`config.mk`:
```
export PLATFORM = sky130hd
export DESIGN_NAME = txbd_ring_engine
export DESIGN_NICKNAME = d
export VERILOG_FILES = /design/src/rtl/txbd_ring_engine.sv
export SDC_FILE = /design/constraint.sdc
export NUM_CORES = 1
export LEC_CHECK = 0
export BUFFER_PORTS_ARGS = -buffer_cell sky130_fd_sc_hd__buf_2
export CAP_MARGIN = 10
export CORE_ASPECT_RATIO = 1.2
export CORE_MARGIN = 5
export CORE_UTILIZATION = 29
export DETAILED_ROUTE_END_ITERATION = 6
export HOLD_SLACK_MARGIN = 0.1
export PLACE_DENSITY = 0.45
export SLEW_MARGIN = 5
export SYNTH_ARGS = -nofsm -noshare
export SYNTH_HDL_FRONTEND = slang
export SYNTH_SLANG_ARGS = --single-unit
```
`constraint.sdc`:
```
create_clock -name clk -period 2 [get_ports clk]
set_clock_uncertainty 0.15 [all_clocks]
set_input_delay 0 -clock clk [delete_from_list [all_inputs] [get_ports clk]]
set_output_delay 0 -clock clk [all_outputs]
set_load 0.01 [all_outputs]
```
`src/rtl/txbd_ring_engine.sv`:
```
module txbd_ring_engine #(
  parameter int AW         = 16,
  parameter int DESC_BYTES = 8
) (
  input  logic          clk,
  input  logic          rst_n,
  input  logic [AW-1:0] ring_base,
  input  logic          ring_init,
  input  logic          clr_halt,
  input  logic          gstop_req,
  output logic          halted,
  output logic          stop_done,
  output logic          tx_event,
  output logic          mem_req,
  output logic          mem_we,
  output logic [AW-1:0] mem_addr,
  output logic [31:0]   mem_wdata,
  input  logic [31:0]   mem_rdata,
  input  logic          mem_ack,
  output logic          tx_valid,
  input  logic          tx_ready,
  output logic [7:0]    tx_data,
  output logic          tx_last,
  output logic          tx_crc
);

  localparam int B_RDY  = 15;
  localparam int B_WRAP = 13;
  localparam int B_INT  = 12;
  localparam int B_LAST = 11;
  localparam int B_CRC  = 10;
  localparam logic [15:0] RDY_MASK = 16'(1 << B_RDY);
  localparam logic [AW-1:0] STEP   = AW'(DESC_BYTES);

  typedef enum logic [2:0] {S_HALT, S_IDLE, S_RD0, S_RD1, S_DRD, S_EMIT, S_WB} st_t;

  st_t          state;
  logic [AW-1:0] dptr, cur;
  logic [15:0]  bstat, blen, rem;
  logic [31:0]  wbuf;
  logic         in_frame, gs_stopped;
  logic         zlen;

  assign halted   = (state == S_HALT);
  assign mem_req  = (state == S_RD0) || (state == S_RD1) || (state == S_DRD) || (state == S_WB);
  assign mem_we   = (state == S_WB);
  assign zlen     = (blen == 16'd0);
  assign mem_wdata = {(bstat & ~RDY_MASK) | {15'd0, zlen}, blen};
  assign tx_valid = (state == S_EMIT);
  assign tx_last  = bstat[B_LAST] && (rem == 16'd1);
  assign tx_crc   = bstat[B_CRC];

  always_comb begin
    case (state)
      S_RD1:   mem_addr = dptr + AW'(4);
      S_DRD:   mem_addr = {cur[AW-1:2], 2'b00};
      default: mem_addr = dptr;
    endcase
  end

  always_comb begin
    case (cur[1:0])
      2'd0:    tx_data = wbuf[31:24];
      2'd1:    tx_data = wbuf[23:16];
      2'd2:    tx_data = wbuf[15:8];
      default: tx_data = wbuf[7:0];
    endcase
  end

  always_ff @(posedge clk or negedge rst_n) begin
    if (!rst_n) begin
      state      <= S_HALT;
      dptr       <= '0;
      cur        <= '0;
      bstat      <= '0;
      blen       <= '0;
      rem        <= '0;
      wbuf       <= '0;
      in_frame   <= 1'b0;
      gs_stopped <= 1'b0;
      stop_done  <= 1'b0;
      tx_event   <= 1'b0;
    end else begin
      stop_done <= 1'b0;
      tx_event  <= 1'b0;
      if (!gstop_req) gs_stopped <= 1'b0;
      case (state)
        S_HALT: begin
          if (ring_init) dptr <= ring_base;
          if (gstop_req && !gs_stopped) begin
            gs_stopped <= 1'b1;
            stop_done  <= 1'b1;
          end
          if (clr_halt) state <= S_IDLE;
        end
        S_IDLE: begin
          if (gstop_req && !in_frame) begin
            if (!gs_stopped) begin
              gs_stopped <= 1'b1;
              stop_done  <= 1'b1;
            end
          end else begin
            state <= S_RD0;
          end
        end
        S_RD0: if (mem_ack) begin
          bstat <= mem_rdata[31:16];
          blen  <= mem_rdata[15:0];
          rem   <= mem_rdata[15:0];
          if (!mem_rdata[16+B_RDY])          state <= S_HALT;
          else if (mem_rdata[15:0] == 16'd0) state <= S_WB;
          else                               state <= S_RD1;
        end
        S_RD1: if (mem_ack) begin
          cur   <= mem_rdata[AW-1:0];
          state <= S_DRD;
        end
        S_DRD: if (mem_ack) begin
          wbuf  <= mem_rdata;
          state <= S_EMIT;
        end
        S_EMIT: if (tx_ready) begin
          cur <= cur + AW'(1);
          rem <= rem - 16'd1;
          if (rem == 16'd1)          state <= S_WB;
          else if (cur[1:0] == 2'd3) state <= S_DRD;
        end
        S_WB: if (mem_ack) begin
          tx_event <= bstat[B_INT];
          if (!zlen) in_frame <= !bstat[B_LAST];
          dptr  <= bstat[B_WRAP] ? ring_base : dptr + STEP;
          state <= S_IDLE;
        end
        default: state <= S_HALT;
      endcase
    end
  end

endmodule

```
==> After elaboration in Yosys (flattened, before gate mapping) <==
Index checks and enable logic that the tools add are counted.
{ "classes": {"addsub": 4, "n_eq_ne": 19, "n_mux": 34, "bitwise_logic": 2, "reduce_logical": 23} }
{ "op_table": {"columns": ["op", "n"], "rows": [
  ["case mux 16 bit (2 select lines)", 4],
  ["two-way mux 16 bit", 6],
  ["two-way mux 3 bit", 11],
  ["logical NOT 16 bit", 2],
  ["case mux 8 bit (3 select lines)", 1],
  ["case mux 3 bit (7 select lines)", 1],
  ["adder 16 x 1 -> 16 bit (second input constant)", 1],
  ["adder 16 x 3 -> 16 bit (second input constant)", 1],
  ["adder 16 x 4 -> 16 bit (second input constant)", 1],
  ["equality test 16 x 1 -> 1 bit (second input constant)", 1],
  ["subtractor 16 x 1 -> 16 bit (second input constant)", 1],
  ["bitwise OR 15 x 1 -> 15 bit", 1],
  ["!= test 2 bit (second input constant)", 6],
  ["AND reduction 3 bit", 4],
  ["equality test 3 bit (second input constant)", 3],
  ["two-way mux 1 bit", 9],
  ["AND reduction 8 bit", 1],
  ["equality test 3 x 2 -> 1 bit (second input constant)", 2],
  ["nonzero test 2 bit", 3],
  ["equality test 2 bit (second input constant)", 2],
  ["!= test 2 x 1 -> 1 bit (second input constant)", 2],
  ["case mux 1 bit (2 select lines)", 2],
  ["AND reduction 2 bit", 2],
  ["equality test 3 x 1 -> 1 bit (second input constant)", 1],
  ["8 further kinds", 14]
]} }
{ "word_totals": {"register_bits": 118, "in_bits": 55, "output_inout_bits": 64} }

==> Depth between registers and ports, before layout <==
Gate-level depths: netlist (run 1).
{ "logic_depth": {"ltp_word": 5, "ltp_mapped": 8, "ltp_nobuf": 6} }

==> Worst setup path after synthesis (run 1) <==
OpenSTA, ideal clock, no wires.
{ "synth_path": {"path_type": "register to register", "from": "register rem[3]", "to": "register rem[12]", "arrival_ns": 1.589, "t_required_ns": 1.715, "path_slack_ns": 0.126, "stages_incl_launch_ff": 6, "period_less_slack_ns": 1.874, "path_cell_list": "dfrtp_1 -> or3_1 -> buf_2 -> or3_4 -> o311ai_2 -> nand4_1"} }
{ "synth_via": {"elab_chain_cells": 3} }
{ "synth_lines": {"columns": ["element", "line_no", "text"], "rows": [
  ["start: declaration", "39", "logic [15:0] bstat, blen, rem;"],
  ["start signal: assignment", "109", "rem <= mem_rdata[15:0];"],
  ["start signal: assignment", "124", "rem <= rem - 16'd1;"],
  ["subtractor 16 x 1 -> 16 bit", "124", null],
  ["two-way mux 16 bit", "122", "S_EMIT: if (tx_ready) begin"],
  ["case mux 16 bit (2 select lines)", "87", "case (state)"]
]} }
No other way between the ends. The select of a mux whose other input is x is not followed.
A chain may end at the register's enable or synchronous reset.

==> Worst setup path after layout (run 1) <==
{ "layout_path": {"from": "register state[2]", "to": "output port mem_addr[14]"} }
{ "layout_via": {"elab_chain_cells": 2} }
{ "layout_lines": {"columns": ["element", "line_no", "text"], "rows": [
  ["start: declaration", "37", "st_t state;"],
  ["start signal: assignment", "72", "state <= S_HALT;"],
  ["start signal: assignment", "94", "if (clr_halt) state <= S_IDLE;"],
  ["start signal: assignment", "103", "state <= S_RD0;"],
  ["equality test 3 bit or equality test 3 x 2 -> 1 bit (tied branches)", "54", "case (state)"],
  ["case mux 16 bit (2 select lines) (*)", "54", null],
  ["end: declaration", "16", "output logic [AW-1:0] mem_addr,"]
]} }
Every way passes the cells marked *; elsewhere a longest branch is shown, timed or not.

==> impl_metrics.xml, run 1 <==
<?xml version="1.0" encoding="UTF-8"?>
<metrics>
  <group name="floorplanning">
    <metric name="die_area" unit="sq um">26670</metric>
    <metric name="initial_utilization" unit="%">29.36</metric>
    <metric name="die_width" unit="microns">149.9</metric>
    <metric name="die_height" unit="microns">177.9</metric>
    <metric name="core-area" unit="sq um">23200</metric>
    <metric name="floorplan.io_pins" unit="">119</metric>
    <metric name="num_rows" unit="">61</metric>
  </group>
  <group name="worst_setup_path">
    <metric name="worst_setup_path_start_kind" unit="">flip-flop</metric>
    <metric name="path_max_fanout" unit="">7</metric>
    <metric name="worst_ep_arrival_time" unit="ns">2.10</metric>
    <metric name="crit_start" unit="">state[2]$_DFFE_PN0P_</metric>
    <metric name="critical_path_class" unit="">flip-flop to primary output</metric>
    <metric name="reg2reg_from" unit="">state[2]$_DFFE_PN0P_</metric>
    <metric name="timing.critical_path.to_type" unit="">primary output</metric>
    <metric name="worstPathRequired" unit="ns">1.85</metric>
  </group>
  <group name="power_and_ir_drop">
    <metric name="power.density_cell_area" unit="nW/um^2">1599</metric>
    <metric name="cellLeakagePower" unit="uW">0.004748</metric>
    <metric name="ir_worst_vdd" unit="mV">0.7250</metric>
  </group>
  <group name="sta">
    <metric name="setup_slack" unit="ns">-0.2516</metric>
    <metric name="hold-worst-slack" unit="ns">0.1659</metric>
    <metric name="layout_min_cycle_time" unit="ns">2.252</metric>
    <metric name="tns" unit="ns">-2.875</metric>
    <metric name="min_period_over_period" unit="%">112.6</metric>
    <metric name="timing.final.hold_violations" unit="">0</metric>
    <metric name="timing_max_transition_violations_final" unit="">0</metric>
    <metric name="clock.fmax" unit="GHz">0.4441</metric>
    <metric name="grt_setup_unrepaired" unit="">true</metric>
    <metric name="setup_viol" unit="">28</metric>
  </group>
  <group name="detailed_routing">
    <metric name="via_per_inst" unit="">5.236</metric>
    <metric name="first_iter_violations" unit="">531</metric>
    <metric name="routedWlPerCell" unit="microns">19.60</metric>
    <metric name="routed-via-count" unit="">7137</metric>
    <metric name="ant_nets" unit="">0</metric>
    <metric name="dr.pass1.iters" unit="">7</metric>
    <metric name="drcViolationCount" unit="">2</metric>
    <metric name="drt_wl_total" unit="microns">26710</metric>
  </group>
  <group name="grt">
    <metric name="global_route.usage.total" unit="%">19.00</metric>
    <metric name="grt_antenna_before_repair" unit="">0</metric>
    <metric name="grt_max_degree" unit="">41</metric>
    <metric name="via_count_of_the_first_global_routing_pass" unit="">7126</metric>
    <metric name="grt_first_pass_wirelength" unit="microns">39350</metric>
    <metric name="grt-ovfl-total" unit="">0</metric>
  </group>
  <group name="placed_design">
    <metric name="dp_hpwl" unit="microns">17330</metric>
    <metric name="postPlaceCellArea" unit="sq um">8152</metric>
    <metric name="placed_cells_incl_taps" unit="">1215</metric>
    <metric name="gpl.final_weighted_congestion" unit="">0.8475</metric>
    <metric name="port-buffer-count" unit="">117</metric>
  </group>
  <group name="clocking">
    <metric name="htree_num_levels" unit="">4</metric>
    <metric name="cts.path.max_buffers" unit="">2</metric>
    <metric name="cts_tree" unit="">done</metric>
    <metric name="cts_buffers" unit="">17</metric>
    <metric name="cts_num_sinks" unit="">118</metric>
    <metric name="clk_pin_slew_worst_paths" unit="ns">0.07</metric>
    <metric name="clock_insertion_delay_worst_skew" unit="ns">0.43</metric>
    <metric name="clockRootBuffer" unit="">clkbuf_16</metric>
  </group>
  <group name="final_layout">
    <metric name="n_antenna_cell" unit="">0</metric>
    <metric name="layout.nets" unit="">1099</metric>
    <metric name="fraction_of_final_layout_cells_with_drive_strength_greater_than_1" unit="%">38.65</metric>
    <metric name="layout.cells.most_common_list" unit="">nand2_1 (144), dfrtp_1 (115), buf_2 (114)</metric>
    <metric name="finalInstanceArea" unit="sq um">10570</metric>
    <metric name="final_core_utilization" unit="%">45.55</metric>
    <metric name="layoutNonFillerInstCount" unit="">1363</metric>
    <metric name="layout_commonest_cell" unit="">nand2_1</metric>
    <metric name="area_growth" unit="%">55.13</metric>
  </group>
  <group name="synthesis">
    <metric name="synth.net_count" unit="">835</metric>
    <metric name="post_synth_num_cell_types" unit="">68</metric>
    <metric name="post_synth_inst_count" unit="">771</metric>
    <metric name="synth.yosys.warnings" unit="">0</metric>
    <metric name="synth_async_sr_flop_share" unit="%">100.0</metric>
    <metric name="synth.yosys.seq_area_share" unit="%">43.34</metric>
    <metric name="synth-edff-count" unit="">0</metric>
    <metric name="synth_seq_cells" unit="">118</metric>
    <metric name="synth_ff_type" unit="">dfrtp_1</metric>
    <metric name="post_synthesis_cell_area" unit="sq um">6813</metric>
    <metric name="syn-mean-instance-area" unit="sq um">8.836</metric>
  </group>
  <group name="outcome">
    <metric name="violations_in_the_final_reports" unit="">DRC, setup timing</metric>
    <metric name="result_of_the_run" unit="">finished, violations left</metric>
  </group>
  <group name="min_path">
    <metric name="worst_hold_path_type" unit="">input pin to flip-flop</metric>
    <metric name="min_from" unit="">mem_rdata[22]</metric>
  </group>
  <group name="flow_run">
    <metric name="max_cap_violations" unit="">0</metric>
  </group>
</metrics>
## path summary, 6_finish.rpt
check	to	slack, ns	cells after the start
max	mem_addr[14]	-0.25	6
min	bstat[6]$_DFFE_PN0P_	0.17	4
max reg2reg	dptr[12]$_DFFE_PN0P_	-0.05	9
min reg2reg	bstat[5]$_DFFE_PN0P_	0.32	2
max in group asynchronous	state[0]$_DFFE_PN0P_	0.79	4
min in group asynchronous	wbuf[19]$_DFFE_PN0P_	0.57	4
## synth_stat cells, drive strengths merged, types with 5 or more instances
cell     instances  area (sq um)
a21oi           54         285.3
o31ai            5         37.54
nand3b           6         45.04
o311ai          10         95.10
o22a             6         52.55
ha               9         112.6
mux2i           12         120.1
nor3             7         35.03
or4              8         63.81
inv             29         108.9
nor4            16         118.9
o211ai          10         75.07
nand4           18         112.6
nand2          148         555.5
buf             51         290.3
a22oi            6         45.04
nor2            28         105.1
and4             6         52.55
o22ai           10         62.56
a2bb2oi          7         61.31
nand2b           6         37.54
mux2            25         281.5
a31oi            7         43.79
nand3           26         130.1
a222oi           9         90.09
clkbuf          22         83.83
a21o             5         37.54
o21ai           47         235.2
dfrtp          118          2953
## per-stage QoR
stage / total power (uW) / worst slack, ns
final: 16900 / -0.2516
after global routing: 17990 / -0.3379
after CTS: 15740 / -0.1898
after detailed placement: 11570 / -0.08106
after global placement: 11520 / -0.06387
after floorplan: 8642 / 0.1258
## final cells by class
class / count / area [sq um]
timing repair buffer: 318 / 2640
sequential: 118 / 2957
clock inverter: 14 / 158.9
tap: 315 / 394.1
inverter: 29 / 117.6
multi-input combinational: 551 / 3872
fill: 2307 / 12630
clock buffer: 18 / 429.2
## worst max-delay path, cell delays in order, from the launching register on
cell and delay, ns:
dfrtp_1 0.40, buf_6 0.14, and3b_4 0.41, nand3_4 0.12, nor4_1 0.29, a221o_1 0.19
buf_2 0.14
## metal layers
| layer | GRT usage [%] | wire length (microns) | up-vias |
|---|---|---|---|
| met5 | 0 | 0 | - |
| li1 | - | - | 3335 |
| met2 | 33.36 | 13460 | 209 |
| met4 | 6.064 | 726 | 0 |
| met3 | 2.835 | 1076 | 61 |
| met1 | 23.91 | 11450 | 3532 |
## registers in the layout (all words and copies together), names as in the netlist
register / count
blen: 16
bstat: 15
cur: 16
dptr: 16
gs_stopped: 1
in_frame: 1
rem: 16
state: 3
stop_done: 1
tx_event: 1
wbuf: 32
## cell families (layout without fill, tap and decap cells)
| kind of cell | count (synthesis) | in the layout | share of synthesized area [%] |
|---|---|---|---|
| fa+ha+maj | 9 | 9 | 1.653 |
| simple gates | 296 | 296 | 21.49 |
| flops | 118 | 118 | 43.34 |
| other cells | 1 | 1 | 0.05504 |
| xor+xnor | 1 | 1 | 0.1286 |
| mux | 37 | 37 | 5.895 |
| compound gates | 207 | 207 | 20.35 |
| buf+inv | 102 | 379 | 7.089 |
## repair_timing
item | 4_1_cts | 5_1_grt
cloned | 2 | 11
setup buffers | 31 | 22
hold endpoints to repair | 236 | 0
pin swaps | 28 | 29
gates resized for setup | 80 | 89
hold buffers | 56 | 0
setup endpoints to repair | 45 | 93
## where the power goes
group	internal (uW)	switching, uW	leakage (uW)
Clock	1870	1290	0.000284
Sequential	3550	1010	0.00142
Combinational	4490	4700	0.00305
Total	9900	6990	0.00475
Power figures use the tool's default switching activity.
==> run 2: changes to the inputs <==
--- a/config.mk
+++ b/config.mk
@@ -9,10 +9,10 @@
 export CAP_MARGIN = 10
 export CORE_ASPECT_RATIO = 1.2
 export CORE_MARGIN = 5
-export CORE_UTILIZATION = 29
+export CORE_UTILIZATION = 25
 export DETAILED_ROUTE_END_ITERATION = 6
 export HOLD_SLACK_MARGIN = 0.1
-export PLACE_DENSITY = 0.45
+export PLACE_DENSITY = 0.39
 export SLEW_MARGIN = 5
 export SYNTH_ARGS = -nofsm -noshare
 export SYNTH_HDL_FRONTEND = slang
==> impl_metrics.xml, run 2 (synthesized netlist as in run 1, its figures left out) <==
<?xml version="1.0" encoding="UTF-8"?>
<metrics>
  <group name="sta">
    <metric name="slew-limit-headroom" unit="%">37.25</metric>
    <metric name="setup_slack" unit="ns">-0.1913</metric>
    <metric name="grt_setup_unrepaired" unit="">true</metric>
    <metric name="setup_viol" unit="">20</metric>
    <metric name="layout_min_cycle_time" unit="ns">2.191</metric>
    <metric name="timing.final.hold_violations" unit="">0</metric>
    <metric name="clock.fmax" unit="GHz">0.4564</metric>
    <metric name="tns" unit="ns">-1.952</metric>
    <metric name="min_period_over_period" unit="%">109.6</metric>
    <metric name="max_slew.worst_pin.slew" unit="ns">0.9382</metric>
    <metric name="timing_max_transition_violations_final" unit="">0</metric>
  </group>
  <group name="placed_design">
    <metric name="dp_hpwl" unit="microns">18710</metric>
    <metric name="port-buffer-count" unit="">117</metric>
    <metric name="placed_cells_incl_taps" unit="">1255</metric>
    <metric name="gpl.final_weighted_congestion" unit="">0.8219</metric>
  </group>
  <group name="worst_setup_path">
    <metric name="worstReg2RegEnd" unit="">cur[12]$_DFFE_PN0P_</metric>
    <metric name="worst_setup_path_start_kind" unit="">flip-flop</metric>
    <metric name="cell_chain_critical_path" unit="">buf_6 &gt; and3b_2 &gt; buf_4 &gt; o21a_1 &gt; o21ai_1 &gt; o311ai_2 &gt; buf_4 &gt; buf_2</metric>
    <metric name="worst-r2r-cell-count" unit="">7</metric>
    <metric name="critical-path-slowest-cell" unit="">dfrtp_1</metric>
    <metric name="reg2reg_from" unit="">cur[1]$_DFFE_PN0P_</metric>
    <metric name="critPathMostFrequentCell" unit="">buf_4</metric>
    <metric name="worst_ep_arrival_time" unit="ns">2.04</metric>
    <metric name="timing.critical_path.slowest_cell_delay" unit="ns">0.40</metric>
    <metric name="path_max_fanout" unit="">6</metric>
    <metric name="critical_path_class" unit="">flip-flop to primary output</metric>
    <metric name="worstPathRequired" unit="ns">1.85</metric>
    <metric name="rrSetupSlack" unit="ns">0.03</metric>
    <metric name="cp_num_buf_inv" unit="">4</metric>
    <metric name="critical_path.top_delay_family" unit="">buffers and inverters</metric>
    <metric name="timing.critical_path.to_type" unit="">primary output</metric>
  </group>
  <group name="clocking">
    <metric name="cts_num_sinks" unit="">118</metric>
    <metric name="cts.path.max_buffers" unit="">2</metric>
    <metric name="cts_buffers" unit="">17</metric>
    <metric name="clockRootBuffer" unit="">clkbuf_16</metric>
    <metric name="cts_tree" unit="">done</metric>
    <metric name="clk_pin_slew_worst_paths" unit="ns">0.06</metric>
    <metric name="clock_insertion_delay_worst_skew" unit="ns">0.42</metric>
    <metric name="htree_num_levels" unit="">4</metric>
  </group>
  <group name="floorplanning">
    <metric name="die_area" unit="sq um">30670</metric>
    <metric name="floorplan.io_pins" unit="">119</metric>
    <metric name="initial_utilization" unit="%">25.23</metric>
    <metric name="core-area" unit="sq um">27000</metric>
    <metric name="die_height" unit="microns">190.8</metric>
    <metric name="num_rows" unit="">66</metric>
    <metric name="die_width" unit="microns">160.7</metric>
  </group>
  <group name="detailed_routing">
    <metric name="dr.pass1.iters" unit="">5</metric>
    <metric name="routedWlPerCell" unit="microns">19.37</metric>
    <metric name="ant_nets" unit="">0</metric>
    <metric name="via_per_inst" unit="">4.961</metric>
    <metric name="routed-via-count" unit="">6955</metric>
    <metric name="drt_wl_total" unit="microns">27160</metric>
    <metric name="drcViolationCount" unit="">0</metric>
    <metric name="first_iter_violations" unit="">366</metric>
  </group>
  <group name="grt">
    <metric name="groute.layer.met3.usage" unit="%">3.070</metric>
    <metric name="global_route.usage.total" unit="%">17.34</metric>
    <metric name="grt_util_met1" unit="%">22.51</metric>
    <metric name="grt.busiest_layer" unit="">met2</metric>
    <metric name="grt_max_degree" unit="">46</metric>
    <metric name="gr-usage-met2" unit="%">29.24</metric>
    <metric name="grt_antenna_before_repair" unit="">0</metric>
    <metric name="grt-ovfl-total" unit="">0</metric>
    <metric name="grt_first_pass_wirelength" unit="microns">41620</metric>
    <metric name="via_count_of_the_first_global_routing_pass" unit="">7192</metric>
  </group>
  <group name="final_layout">
    <metric name="n_antenna_cell" unit="">0</metric>
    <metric name="area_used_by_multi_input_combinational_logic" unit="sq um">3777</metric>
    <metric name="seqCellArea" unit="sq um">2955</metric>
    <metric name="layout_commonest_cell" unit="">nand2_1</metric>
    <metric name="fraction_of_final_layout_cells_with_drive_strength_greater_than_1" unit="%">38.14</metric>
    <metric name="layout.nets" unit="">1114</metric>
    <metric name="layoutNonFillerInstCount" unit="">1402</metric>
    <metric name="area_growth" unit="%">55.63</metric>
    <metric name="largest_reg_flops" unit="">32</metric>
    <metric name="fillerInstances" unit="">2721</metric>
    <metric name="largest_register" unit="">wbuf</metric>
    <metric name="layout.cells.most_common_list" unit="">nand2_1 (142), dfrtp_1 (116), buf_2 (112), buf_4 (112), dlygate4sd3_1 (56)</metric>
  </group>
  <group name="min_path">
    <metric name="worstHoldPathCells" unit="">5</metric>
    <metric name="min_from" unit="">mem_rdata[5]</metric>
    <metric name="worst_hold_path_type" unit="">input pin to flip-flop</metric>
    <metric name="hold_crit_endpoint" unit="">state[0]$_DFFE_PN0P_</metric>
  </group>
  <group name="flow_run">
    <metric name="max_cap_violations" unit="">0</metric>
  </group>
  <group name="outcome">
    <metric name="result_of_the_run" unit="">finished, violations left</metric>
    <metric name="violations_in_the_final_reports" unit="">setup timing</metric>
  </group>
  <group name="power_and_ir_drop">
    <metric name="ir_worst_vdd" unit="mV">0.8048</metric>
    <metric name="power.density_cell_area" unit="nW/um^2">1594</metric>
    <metric name="cellLeakagePower" unit="uW">0.004753</metric>
  </group>
</metrics>
-- run 2: cell types whose count changed in the layout (fill, tap and decap cells not counted), moves of 4 or more --
cell,delta
clkbuf_16,-4
a21oi_1,+10
a21oi_2,-9
buf_4,+13
mux2_2,+17
mux2_4,-17
o21ai_2,-6
inv_6,-8
nand2_2,+4
-- run 2: layout make-up --
cell class,count,area share (%)
multi-input combinational,552,35.63
sequential,118,27.87
timing repair buffer,332,25.64
clock buffer,19,4.272
tap,340,4.012
clock inverter,12,1.451
inverter,29,1.121
-- run 2: stage by stage --
stage / setup WS [ns] / util (%) / hold slack, ns / cell area [sq um] / total power [uW]
floorplan: 0.1258 / - / -0.4456 / 6813 / 8642
global placement: -0.1542 / 30.91 / -0.2042 / 8346 / 11870
detailed placement: -0.1074 / 30.91 / -0.2130 / 8346 / 11880
CTS: -0.2062 / 37.06 / 0.1241 / 10010 / 16160
global route: -0.2775 / 39.26 / 0.1394 / 10600 / 18070
finish: -0.1913 / 39.26 / 0.09563 / 10600 / 16900
-- run 2: report_power, final --
group,total (uW),switching (uW),internal (uW)
Sequential,4510,962,3550
Clock,3230,1210,2020
Combinational,9160,4710,4460
Total,16900,6880,10000
-- run 2: metal layers --
layer	vias up	routed length, microns	part of all wire (%)
met5	-	0	0
met4	0	640	2.4
met3	33	1074	4.0
met2	163	13410	49
met1	3402	12030	44
li1	3357	-	-
-- run 2: how the worst max path moves through the flow --
stage	depth (start not counted)	end	startpoint	slack, ns
CTS	6	mem_addr[15]	dptr[3]$_DFFE_PN0P_	-0.21
finish	8	mem_addr[7]	state[1]$_DFFE_PN0P_	-0.19
floorplan	5	rem[12]$_DFFE_PN0P_	rem[3]$_DFFE_PN0P_	0.13
global route	8	mem_addr[7]	state[1]$_DFFE_PN0P_	-0.28
detailed placement	4	state[1]$_DFFE_PN0P_	rem[3]$_DFFE_PN0P_	-0.11
global placement	5	state[0]$_DFFE_PN0P_	mem_rdata[3]	-0.15
-- run 2: worst register-to-register path, stage by stage (launching register included) --
cell       delay [ns]
dfrtp_2          0.40
buf_6            0.12
buf_6            0.10
ha_4             0.12
nand4_1          0.15
or4_4            0.59
a21oi_2          0.15
a2bb2oi_2        0.13
-- run 2: timing repair --
action,4_1_cts,5_1_grt
hold endpoints to repair,236,0
gates resized for setup,72,67
buffers inserted,32,25
hold buffers,56,0
setup endpoints to repair,35,95
pin swaps,19,29
cloned,1,5
==> run 3: changes to the inputs <==
--- a/config.mk
+++ b/config.mk
@@ -13,6 +13,7 @@
 export DETAILED_ROUTE_END_ITERATION = 6
 export HOLD_SLACK_MARGIN = 0.1
 export PLACE_DENSITY = 0.39
+export REMOVE_ABC_BUFFERS = 1
 export SLEW_MARGIN = 5
 export SYNTH_ARGS = -nofsm -noshare
 export SYNTH_HDL_FRONTEND = slang
==> impl_metrics.xml, run 3 (synthesized netlist as in run 1, its figures left out) <==
<?xml version="1.0" encoding="UTF-8"?>
<metrics>
  <group name="outcome">
    <metric name="result_of_the_run" unit="">finished, violations left</metric>
    <metric name="violations_in_the_final_reports" unit="">setup timing</metric>
  </group>
  <group name="final_layout">
    <metric name="layout.nets" unit="">1072</metric>
    <metric name="layout.cells.most_common_list" unit="">nand2_1 (142), dfrtp_1 (115), buf_2 (112)</metric>
    <metric name="n_antenna_cell" unit="">0</metric>
    <metric name="largest_register" unit="">wbuf</metric>
    <metric name="layout_commonest_cell" unit="">nand2_1</metric>
    <metric name="fraction_of_final_layout_cells_with_drive_strength_greater_than_1" unit="%">35.16</metric>
    <metric name="finalInstanceArea" unit="sq um">10070</metric>
    <metric name="largest_reg_flops" unit="">32</metric>
    <metric name="area_growth" unit="%">47.81</metric>
  </group>
  <group name="worst_setup_path">
    <metric name="path_max_fanout" unit="">5</metric>
    <metric name="worstPathRequired" unit="ns">1.85</metric>
    <metric name="timing.critical_path.slowest_cell_delay" unit="ns">0.45</metric>
    <metric name="critical-path-slowest-cell" unit="">or4_4</metric>
    <metric name="cell_chain_critical_path" unit="">ha_2 &gt; and4_4 &gt; nand4_1 &gt; or4_4 &gt; nand3_2 &gt; buf_6</metric>
    <metric name="worst_setup_path_start_kind" unit="">flip-flop</metric>
    <metric name="critical_path_class" unit="">flip-flop to primary output</metric>
    <metric name="worst-r2r-cell-count" unit="">7</metric>
    <metric name="timing.critical_path.to_type" unit="">primary output</metric>
    <metric name="worst_ep_arrival_time" unit="ns">2.04</metric>
  </group>
  <group name="sta">
    <metric name="timing.final.hold_violations" unit="">0</metric>
    <metric name="grt_setup_unrepaired" unit="">true</metric>
    <metric name="clock.fmax" unit="GHz">0.4571</metric>
    <metric name="slew-limit-headroom" unit="%">32.73</metric>
    <metric name="layout_min_cycle_time" unit="ns">2.188</metric>
    <metric name="min_period_over_period" unit="%">109.4</metric>
    <metric name="timing_max_transition_violations_final" unit="">0</metric>
    <metric name="max_slew.worst_pin.slew" unit="ns">1.006</metric>
    <metric name="setup_slack" unit="ns">-0.1876</metric>
    <metric name="setup_viol" unit="">36</metric>
  </group>
  <group name="power_and_ir_drop">
    <metric name="pwr-share-clk" unit="%">17.6</metric>
    <metric name="ir_worst_vdd" unit="mV">0.6761</metric>
    <metric name="netSwitchingPower" unit="uW">6656</metric>
    <metric name="share_comb_of_total_power" unit="%">53.7</metric>
    <metric name="cell_internal_pwr" unit="uW">9202</metric>
    <metric name="seq_power_share" unit="%">28.7</metric>
    <metric name="swShare" unit="%">41.97</metric>
    <metric name="total_power" unit="uW">15860</metric>
    <metric name="power.density_cell_area" unit="nW/um^2">1575</metric>
    <metric name="cellLeakagePower" unit="uW">0.004456</metric>
  </group>
  <group name="min_path">
    <metric name="worstHoldPathCells" unit="">4</metric>
    <metric name="worst_hold_path_type" unit="">input pin to flip-flop</metric>
  </group>
  <group name="detailed_routing">
    <metric name="drcViolationCount" unit="">0</metric>
    <metric name="via_per_inst" unit="">4.966</metric>
    <metric name="first_iter_violations" unit="">364</metric>
    <metric name="routed-via-count" unit="">6759</metric>
    <metric name="drt_wl_total" unit="microns">25850</metric>
    <metric name="dr.pass1.iters" unit="">5</metric>
    <metric name="routedWlPerCell" unit="microns">18.99</metric>
    <metric name="ant_nets" unit="">0</metric>
  </group>
  <group name="grt">
    <metric name="grt-ovfl-total" unit="">0</metric>
    <metric name="via_count_of_the_first_global_routing_pass" unit="">6780</metric>
    <metric name="grt_antenna_before_repair" unit="">0</metric>
    <metric name="grt_first_pass_wirelength" unit="microns">39890</metric>
    <metric name="global_route.usage.total" unit="%">16.68</metric>
    <metric name="grt_max_degree" unit="">54</metric>
  </group>
  <group name="floorplanning">
    <metric name="floorplan.io_pins" unit="">119</metric>
    <metric name="die_height" unit="microns">190.8</metric>
    <metric name="num_rows" unit="">66</metric>
    <metric name="die_area" unit="sq um">30670</metric>
    <metric name="die_width" unit="microns">160.7</metric>
    <metric name="initial_utilization" unit="%">25.23</metric>
    <metric name="core-area" unit="sq um">27000</metric>
  </group>
  <group name="clocking">
    <metric name="cts.path.max_buffers" unit="">2</metric>
    <metric name="clk_pin_slew_worst_paths" unit="ns">0.06</metric>
    <metric name="cts_num_sinks" unit="">118</metric>
    <metric name="cts_tree" unit="">done</metric>
    <metric name="clockRootBuffer" unit="">clkbuf_16</metric>
    <metric name="htree_num_levels" unit="">4</metric>
    <metric name="cts_buffers" unit="">17</metric>
    <metric name="clock_insertion_delay_worst_skew" unit="ns">0.43</metric>
  </group>
  <group name="placed_design">
    <metric name="gpl.final_weighted_congestion" unit="">0.7792</metric>
    <metric name="dp_hpwl" unit="microns">18230</metric>
    <metric name="postPlaceCellArea" unit="sq um">8250</metric>
    <metric name="port-buffer-count" unit="">117</metric>
  </group>
  <group name="flow_run">
    <metric name="max_cap_violations" unit="">0</metric>
  </group>
</metrics>
[run 3: cell types whose count changed in the layout (fill, tap and decap cells not counted), sizes merged]
| cell | delta |
|---|---|
| buf | -40 |
| clkinvlp | +5 |
| bufinv | -3 |
| clkbuf | -1 |
| clkinv | -1 |
| nor2 | -1 |
[run 3: final cells by class]
class	instances	area (sq um)
timing repair buffer	291	2321
inverter	29	118.9
clock inverter	13	85.08
multi-input combinational	551	3720
clock buffer	19	442.9
fill	2806	16930
tap	340	425.4
sequential	118	2957
[run 3: metrics by stage]
step                hold slack [ns]  util [%]  std cells  TNS (ns)  worst slack (ns)
finish                       0.1638     37.29       1361    -2.256           -0.1876
detailed placement          -0.2059     30.55       1244  -0.05594          -0.02313
CTS                          0.1376     35.53       1344    -2.448           -0.2004
global placement            -0.1999     30.55       1244  -0.04654          -0.03096
global route                 0.1570     37.29       1361    -5.680           -0.2831
floorplan                   -0.4456         -        698   -167.77            -2.297
[run 3: repair_timing]
item / 4_1_cts / 5_1_grt
gates cloned: 0 / 3
hold buffers: 56 / 0
endpoints found under the setup margin: 30 / 77
endpoints found under the hold margin: 235 / 0
pin swaps: 27 / 31
resized for setup: 57 / 77
setup buffers: 13 / 17
[run 3: final timing paths]
| path | from | slack, ns | endpoint |
|---|---|---|---|
| worst max-delay path | dptr[3]$_DFFE_PN0P_ | -0.19 | mem_addr[15] |
| worst min-delay path | mem_rdata[17] | 0.16 | bstat[1]$_DFFE_PN0P_ |
| worst max register to register | state[0]$_DFFE_PN0P_ | -0.04 | wbuf[12]$_DFFE_PN0P_ |
| worst min register to register | bstat[14]$_DFFE_PN0P_ | 0.32 | bstat[14]$_DFFE_PN0P_ |
| max in group asynchronous | rst_n | 0.41 | dptr[7]$_DFFE_PN0P_ |
| min in group asynchronous | rst_n | 0.68 | state[1]$_DFFE_PN0P_ |
[run 3: power by group through the flow]
stage	logic, uW	registers, uW	clock network, uW
after global routing	9340	4710	2990
after CTS	7860	4520	2890
after detailed placement	7260	4550	0
final	8510	4550	2800
after floorplan	3560	4670	0
after global placement	7260	4550	0
[run 3: critical path, delay by kind of cell (launching register included)]
family	cells	cell delay, ns
fa+ha+maj	1	0.20
simple gates	4	0.95
flops	1	0.36
buf+inv	1	0.10
[run 3: layer usage]
| layer | up-vias | routed length [microns] | track usage (%) |
|---|---|---|---|
| met5 | - | 0 | 0 |
| met4 | 0 | 509 | 5.120 |
| met3 | 31 | 923 | 2.962 |
| met2 | 175 | 12520 | 27.65 |
| met1 | 3272 | 11900 | 22.27 |
| li1 | 3281 | - | - |
